===== config.mk =====
export PLATFORM = sky130hd
export DESIGN_NAME = srch_triplet_eng
export DESIGN_NICKNAME = d
export VERILOG_FILES = /design/src/rtl/srch_pkg.sv /design/src/rtl/srch_rst_sync.sv /design/src/rtl/srch_bitctr.sv /design/src/rtl/srch_decide.sv /design/src/rtl/srch_result.sv /design/src/rtl/srch_triplet_eng.sv
export SDC_FILE = /design/constraint.sdc
export NUM_CORES = 1
export LEC_CHECK = 0
export BUFFER_PORTS_ARGS = -buffer_cell sky130_fd_sc_hd__buf_2
export CAP_MARGIN = 20
export CORE_MARGIN = 3
export CORE_UTILIZATION = 30
export DETAILED_ROUTE_END_ITERATION = 16
export PLACE_DENSITY = 0.57
export SLEW_MARGIN = 20
export SYNTH_ARGS = -nofsm -noshare
export SYNTH_HDL_FRONTEND = slang
export SYNTH_HIERARCHICAL = 1
export SYNTH_SLANG_ARGS = --single-unit

===== constraint.sdc =====
create_clock -name clk_i -period 4.6 [get_ports clk_i]
set_clock_uncertainty 0.2 [all_clocks]
set_input_delay 0.23 -clock clk_i [delete_from_list [all_inputs] [get_ports clk_i]]
set_output_delay 0.23 -clock clk_i [all_outputs]
set_load 0.01 [all_outputs]

===== src/rtl/srch_pkg.sv =====
package srch_pkg;
  typedef enum logic [1:0] {
    ST_IDLE = 2'd0,
    ST_RD_T = 2'd1,
    ST_RD_C = 2'd2,
    ST_WR   = 2'd3
  } srch_st_e;
endpackage


===== src/rtl/srch_rst_sync.sv =====
module srch_rst_sync #(
  parameter int STAGES = 2
) (
  input  logic clk_i,
  input  logic rst_ni,
  output logic rst_sync_no
);
  logic [STAGES-1:0] sh_q;

  always_ff @(posedge clk_i or negedge rst_ni) begin
    if (!rst_ni) sh_q <= '0;
    else         sh_q <= {sh_q[STAGES-2:0], 1'b1};
  end

  assign rst_sync_no = sh_q[STAGES-1];
endmodule


===== src/rtl/srch_bitctr.sv =====
module srch_bitctr #(
  parameter int ID_W = 64,
  localparam int IW = (ID_W > 1) ? $clog2(ID_W) : 1
) (
  input  logic          clk_i,
  input  logic          rst_ni,
  input  logic          clr_i,
  input  logic          inc_i,
  output logic [IW-1:0] idx_o,
  output logic          last_o
);
  logic [IW-1:0] idx_q, idx_d;

  always_comb begin
    idx_d = idx_q;
    if (clr_i)      idx_d = '0;
    else if (inc_i) idx_d = idx_q + IW'(1);
  end

  always_ff @(posedge clk_i or negedge rst_ni) begin
    if (!rst_ni)              idx_q <= '0;
    else if (clr_i || inc_i)  idx_q <= idx_d;
  end

  assign idx_o  = idx_q;
  assign last_o = (idx_q == IW'(ID_W - 1));

  // the position never runs past the last ID bit
  a_r5_idx_range: assert property (@(posedge clk_i) disable iff (!rst_ni)
    32'(idx_q) < ID_W);
  // positions advance by one, lowest first
  a_r5_step_one: assert property (@(posedge clk_i) disable iff (!rst_ni)
    (inc_i && !clr_i) |=> (idx_q == $past(idx_q) + IW'(1)));
endmodule


===== src/rtl/srch_decide.sv =====
module srch_decide (
  input  logic b_true_i,
  input  logic b_comp_i,
  input  logic dir_bit_i,
  output logic wbit_o,
  output logic fork_o,
  output logic none_o
);
  always_comb begin
    fork_o = 1'b0;
    none_o = 1'b0;
    wbit_o = b_true_i;
    unique case ({b_true_i, b_comp_i})
      2'b00: begin
        fork_o = 1'b1;
        wbit_o = dir_bit_i;
      end
      2'b11: begin
        none_o = 1'b1;
        wbit_o = 1'b0;
      end
      default: wbit_o = b_true_i;
    endcase
  end
endmodule


===== src/rtl/srch_result.sv =====
module srch_result #(
  parameter int ID_W = 64,
  localparam int IW = (ID_W > 1) ? $clog2(ID_W) : 1
) (
  input  logic            clk_i,
  input  logic            rst_ni,
  input  logic            clr_i,
  input  logic            set_i,
  input  logic [IW-1:0]   idx_i,
  input  logic            bit_i,
  input  logic            fork_i,
  output logic [ID_W-1:0] id_o,
  output logic [ID_W-1:0] disc_o
);
  for (genvar g = 0; g < ID_W; g++) begin : g_bit
    logic hit;
    logic id_d, disc_d;
    assign hit = set_i && (idx_i == IW'(g));

    always_comb begin
      id_d   = id_o[g];
      disc_d = disc_o[g];
      if (clr_i) begin
        id_d   = 1'b0;
        disc_d = 1'b0;
      end else if (hit) begin
        id_d   = bit_i;
        disc_d = fork_i;
      end
    end

    always_ff @(posedge clk_i or negedge rst_ni) begin
      if (!rst_ni) begin
        id_o[g]   <= 1'b0;
        disc_o[g] <= 1'b0;
      end else if (clr_i || hit) begin
        id_o[g]   <= id_d;
        disc_o[g] <= disc_d;
      end
    end
  end

  // a disagreement leaves its map bit set at that position
  a_r7_fork_marks: assert property (@(posedge clk_i) disable iff (!rst_ni)
    (set_i && fork_i && !clr_i) |=> disc_o[$past(idx_i)]);
  // an agreeing position leaves its map bit clear
  a_r6_agree_clear: assert property (@(posedge clk_i) disable iff (!rst_ni)
    (set_i && !fork_i && !clr_i) |=> !disc_o[$past(idx_i)]);
endmodule


===== src/rtl/srch_triplet_eng.sv =====
module srch_triplet_eng #(
  parameter int ID_W = 64,
  localparam int IW = (ID_W > 1) ? $clog2(ID_W) : 1
) (
  input  logic            clk_i,
  input  logic            rst_ni,
  input  logic            en_i,
  input  logic            start_i,
  input  logic            rx_empty_i,
  input  logic [ID_W-1:0] dir_i,
  output logic            slot_req_o,
  output logic            slot_wr_o,
  output logic            slot_wbit_o,
  input  logic            slot_done_i,
  input  logic            slot_rbit_i,
  output logic            busy_o,
  output logic            done_o,
  output logic            err_o,
  output logic            refused_o,
  output logic [ID_W-1:0] id_o,
  output logic [ID_W-1:0] disc_o
);
  import srch_pkg::*;

  logic srst_n;
  srch_rst_sync #(.STAGES(2)) u_rst (
    .clk_i(clk_i), .rst_ni(rst_ni), .rst_sync_no(srst_n));

  srch_st_e st_q, st_d;
  logic issued_q, issued_d;
  logic btrue_q, btrue_d;
  logic wbit_q, wbit_d;
  logic done_q, done_d, err_q, err_d, refused_q;

  logic go, refuse, accept, in_slot;
  logic [IW-1:0] idx;
  logic last;
  logic dec_wbit, dec_fork, dec_none;
  logic ctr_inc, res_set;

  assign in_slot = (st_q != ST_IDLE);
  assign go      = start_i && en_i && !in_slot && rx_empty_i;
  assign refuse  = start_i && en_i && !in_slot && !rx_empty_i;
  assign accept  = in_slot && issued_q && slot_done_i;

  srch_decide u_dec (
    .b_true_i (btrue_q),
    .b_comp_i (slot_rbit_i),
    .dir_bit_i(dir_i[idx]),
    .wbit_o   (dec_wbit),
    .fork_o   (dec_fork),
    .none_o   (dec_none));

  assign ctr_inc = accept && (st_q == ST_WR) && !last;
  assign res_set = accept && (st_q == ST_RD_C) && !dec_none;

  srch_bitctr #(.ID_W(ID_W)) u_ctr (
    .clk_i (clk_i), .rst_ni(srst_n),
    .clr_i (go),    .inc_i (ctr_inc),
    .idx_o (idx),   .last_o(last));

  srch_result #(.ID_W(ID_W)) u_res (
    .clk_i (clk_i), .rst_ni(srst_n),
    .clr_i (go),    .set_i (res_set),
    .idx_i (idx),   .bit_i (dec_wbit), .fork_i(dec_fork),
    .id_o  (id_o),  .disc_o(disc_o));

  // next-state logic
  always_comb begin
    st_d     = st_q;
    issued_d = issued_q;
    btrue_d  = btrue_q;
    wbit_d   = wbit_q;
    done_d   = done_q;
    err_d    = err_q;
    if (go) begin
      st_d     = ST_RD_T;
      issued_d = 1'b0;
      done_d   = 1'b0;
      err_d    = 1'b0;
    end else if (in_slot && !issued_q) begin
      if (!en_i) st_d     = ST_IDLE;
      else       issued_d = 1'b1;
    end else if (accept) begin
      issued_d = 1'b0;
      unique case (st_q)
        ST_RD_T: begin
          btrue_d = slot_rbit_i;
          st_d    = en_i ? ST_RD_C : ST_IDLE;
        end
        ST_RD_C: begin
          if (dec_none) begin
            err_d = 1'b1;
            st_d  = ST_IDLE;
          end else begin
            wbit_d = dec_wbit;
            st_d   = en_i ? ST_WR : ST_IDLE;
          end
        end
        ST_WR: begin
          if (last) begin
            done_d = 1'b1;
            st_d   = ST_IDLE;
          end else begin
            st_d = en_i ? ST_RD_T : ST_IDLE;
          end
        end
        default: st_d = ST_IDLE;
      endcase
    end
  end

  // registers
  always_ff @(posedge clk_i or negedge srst_n) begin
    if (!srst_n) begin
      st_q      <= ST_IDLE;
      issued_q  <= 1'b0;
      btrue_q   <= 1'b0;
      wbit_q    <= 1'b0;
      done_q    <= 1'b0;
      err_q     <= 1'b0;
      refused_q <= 1'b0;
    end else begin
      st_q      <= st_d;
      issued_q  <= issued_d;
      btrue_q   <= btrue_d;
      wbit_q    <= wbit_d;
      done_q    <= done_d;
      err_q     <= err_d;
      refused_q <= refuse;
    end
  end

  assign slot_req_o  = in_slot && !issued_q && en_i;
  assign slot_wr_o   = (st_q == ST_WR);
  assign slot_wbit_o = wbit_q;
  assign busy_o      = in_slot;
  assign done_o      = done_q;
  assign err_o       = err_q;
  assign refused_o   = refused_q;

  // a request lasts one cycle only
  a_r4_req_pulse: assert property (@(posedge clk_i) disable iff (!srst_n)
    slot_req_o |=> !slot_req_o);
  // a refused start leaves the engine idle and flags it
  a_r3_refuse: assert property (@(posedge clk_i) disable iff (!srst_n)
    (start_i && en_i && !rx_empty_i && !busy_o) |=> (refused_o && !busy_o));
  // the refusal flag lasts one cycle
  a_r3_refuse_pulse: assert property (@(posedge clk_i) disable iff (!srst_n)
    refused_o |=> !refused_o || $past(start_i));
  // a silent bus ends the pass without completion
  a_r8_err_stops: assert property (@(posedge clk_i) disable iff (!srst_n)
    $rose(err_o) |-> (!busy_o && !done_o));
  // results hold after completion until a new start
  a_r9_hold: assert property (@(posedge clk_i) disable iff (!srst_n)
    (done_o && !start_i) |=> ($stable(id_o) && $stable(disc_o)));
  // no request while disabled
  a_r10_no_req_off: assert property (@(posedge clk_i) disable iff (!srst_n)
    !en_i |-> !slot_req_o);
endmodule


==> qor.csv <==
metric,value,unit
post_cts_resized,0,
met1_length,9600,um
ir_drop,191,uV
place_congestion,0.774,
fp.dieW,162,um
synth_top_family_by_area,multiplexers,
crit_fanout,33,
die_h,162,um
syn_area_per_cell,11.5,um^2
ys_seq_elements,144,
diodes,0,
power,0.00320,W
core_area,0.0236,mm^2
fin_util,39.4,%
timing.final.crit_share,77.6,%
finalHoldViolations,0,
synth-xor-area-share,0.482,%
cts_made_buffers,17,
rsz0062_at_grt,no,
clockBufferDepth,2,
met3WireLength,928,um
end_kind,flip-flop,
post-synth-top-area-cell,dfrtp_1,
final_common_cell,buf_2,
via_count,5351,
routedWlPerCell,18.3,um
synth_edf_count,0,
arrival,3.66,ns
synthFlopType,dfrtp_1,
cts.sink_count,144,
async_flop_share,100,%
cp_data_required_time,4.69,ns
initial_core_util,30.8,%
final_nets,894,
synth_mux_area_share,23.7,%
max_clock_freq,0.280,GHz
grt_first_pass_wirelength,33400,um
max_slew.worst_pin.slew,0.988,ns
critPathKind,flip-flop to flip-flop,
drt_iter0_markers,195,
finalSetupTns,0,ns
ys_types,49,
cts_setup_buffers,0,
yosysWarnings,6,
synth_area_leaders,"dfrtp_1 (50%), mux2i_1 (18%), nand2b_1 (11%), nand2_1 (3.6%), mux4_2 (3.1%)",
hold_depth,0,
drive_gt1_share,32.5,%
multi_input_area,0.00347,mm^2
r2r_cells,8,
status,finished clean,
track_usage,16.3,%
power.density,343,mW/mm^2
syn_to_final_growth,28.0,%
drtAntennaViolNets,0,
synth_compound_area_share,1.74,%
seq_area,0.00361,mm^2
post-place-ws,1.02,ns
wl_met2,10500,um
antenna_found_initial,0,
top_layer_used,met4,
nFillCells,2329,
final_cell_mix,"buf_2 (205), dfrtp_1 (142), nand2b_1 (129), mux2i_1 (129), nand2_1 (70)",
maxCapViolCount,0,
hold_path.class,flip-flop to flip-flop,
port_buffers,205,
post-route-drc-count,0,
clk_latency,0.42,ns
first_pass_iters,4,
cp-start-kind,flip-flop,
cts_tree,built,
drt-vias-per-instance,4.64,
period_needed,3.57,ns
hold_buffers,8,
io_pins,206,
htree_levels,4,
hpwlAfterDp,14000,um
slew_viol_final,0,
grt_max_degree,85,
maxSlewHeadroom,34.1,%
yosysSeqAreaShare,49.6,%
totalWireLength,21100,um
rows,56,
clkTransAtPathRegs,0.07,ns
p_leak,5.24,nW
cts_root_buf,clkbuf_16,
syn_nets,703,
synth_area,0.00727,mm^2
netlist.area_leader.share,49.6,%
synthAdderAreaFrac,0.172,%
overflow,0,
synthSimpleGateAreaFrac,21.5,%
dieArea,0.0261,mm^2
syn_inst,631,
grt_pass1_vias,5750,
setup_viol,0,
setup_slack,1.03,ns
[cell type report]
type	instances	share of cell area (%)
flip-flops and latches	144	38.8
multi-input cells	437	37.3
repair buffers	221	12.8
clock buffers	19	4.76
well taps	319	4.29
clock inverters	13	1.99
inverters	1	0.0403
[layer usage]
| layer | up-vias | global-route usage [%] |
|---|---|---|
| met2 | 106 | 27.2 |
| met1 | 2678 | 21.7 |
| met3 | 10 | 3.98 |
| li1 | 2557 | - |
| met4 | 0 | 3.68 |
| met5 | - | 0 |
[path summary, 6_finish.rpt]
kind	from	endpoint	slack (ns)
setup / recovery	u_ctr/idx_o[0]$_DFFE_PN0P_	u_res/id_o[47]$_DFFE_PN0P_	1.03
hold / removal	u_rst/sh_q[0]$_DFF_PN0_	u_rst/sh_q[1]$_DFF_PN0_	0.15
setup reg to reg	u_ctr/idx_o[0]$_DFFE_PN0P_	u_res/id_o[47]$_DFFE_PN0P_	1.03
hold reg to reg	u_rst/sh_q[0]$_DFF_PN0_	u_rst/sh_q[1]$_DFF_PN0_	0.15
max in group asynchronous	u_rst/sh_q[1]$_DFF_PN0_	u_res/id_o[29]$_DFFE_PN0P_	3.03
min in group asynchronous	u_rst/sh_q[1]$_DFF_PN0_	u_res/disc_o[48]$_DFFE_PN0P_	0.22
[through the flow]
step                hold WS [ns]  area (um^2)  std cells
floorplan                 -0.266         7270        631
global placement          -0.184         8600       1114
global route               0.168         9310       1154
finish                     0.150         9310       1154
CTS                        0.156         9310       1154
detailed placement        -0.181         8600       1114
[cell families after synthesis]
group	Yosys count
and+or+nand+nor	266
DFF	144
AOI/OAI and AO/OA	17
muxes	148
buffers and inverters	50
other	1
xor gates and xnor gates	4
adders and majority gates	1
[report_power, final]
group | total, W | internal, W | switching [W]
combinational | 0.000374 | 0.000157 | 0.000216
sequential | 0.00133 | 0.00129 | 0.0000450
clock | 0.00149 | 0.000925 | 0.000563
[state kept, by name (all words and copies together) (netlist names)]
| name | count |
|---|---|
| btrue_q | 1 |
| done_o | 1 |
| err_o | 1 |
| issued_q | 1 |
| refused_o | 1 |
| slot_wbit_o | 1 |
| st_q | 2 |
| u_ctr/idx_o | 6 |
| u_res/disc_o | 64 |
| u_res/id_o | 64 |
| u_rst/sh_q | 2 |
[Yosys cell counts, types with 4 or more instances]
master / n
and4bb_1: 4
mux4_1: 7
nand2_1: 70
buf_2: 10
and4b_1: 4
nor4b_2: 4
buf_1: 4
clkbuf_1: 34
nand3_1: 8
nand2b_1: 131
nor2_1: 15
and2_1: 4
mux2i_1: 129
dfrtp_1: 144
mux4_2: 10
nand4_1: 4
[critical path, stage by stage (launching register included)]
cell	delay, ns
dfrtp_2	0.86
mux4_1	0.65
a22oi_1	0.18
a41oi_1	0.15
a32o_1	0.28
o21ba_1	0.20
nand2b_2	0.48
buf_4	0.32
mux2i_1	0.10
No activity file was read; power rests on OpenSTA's default activity.
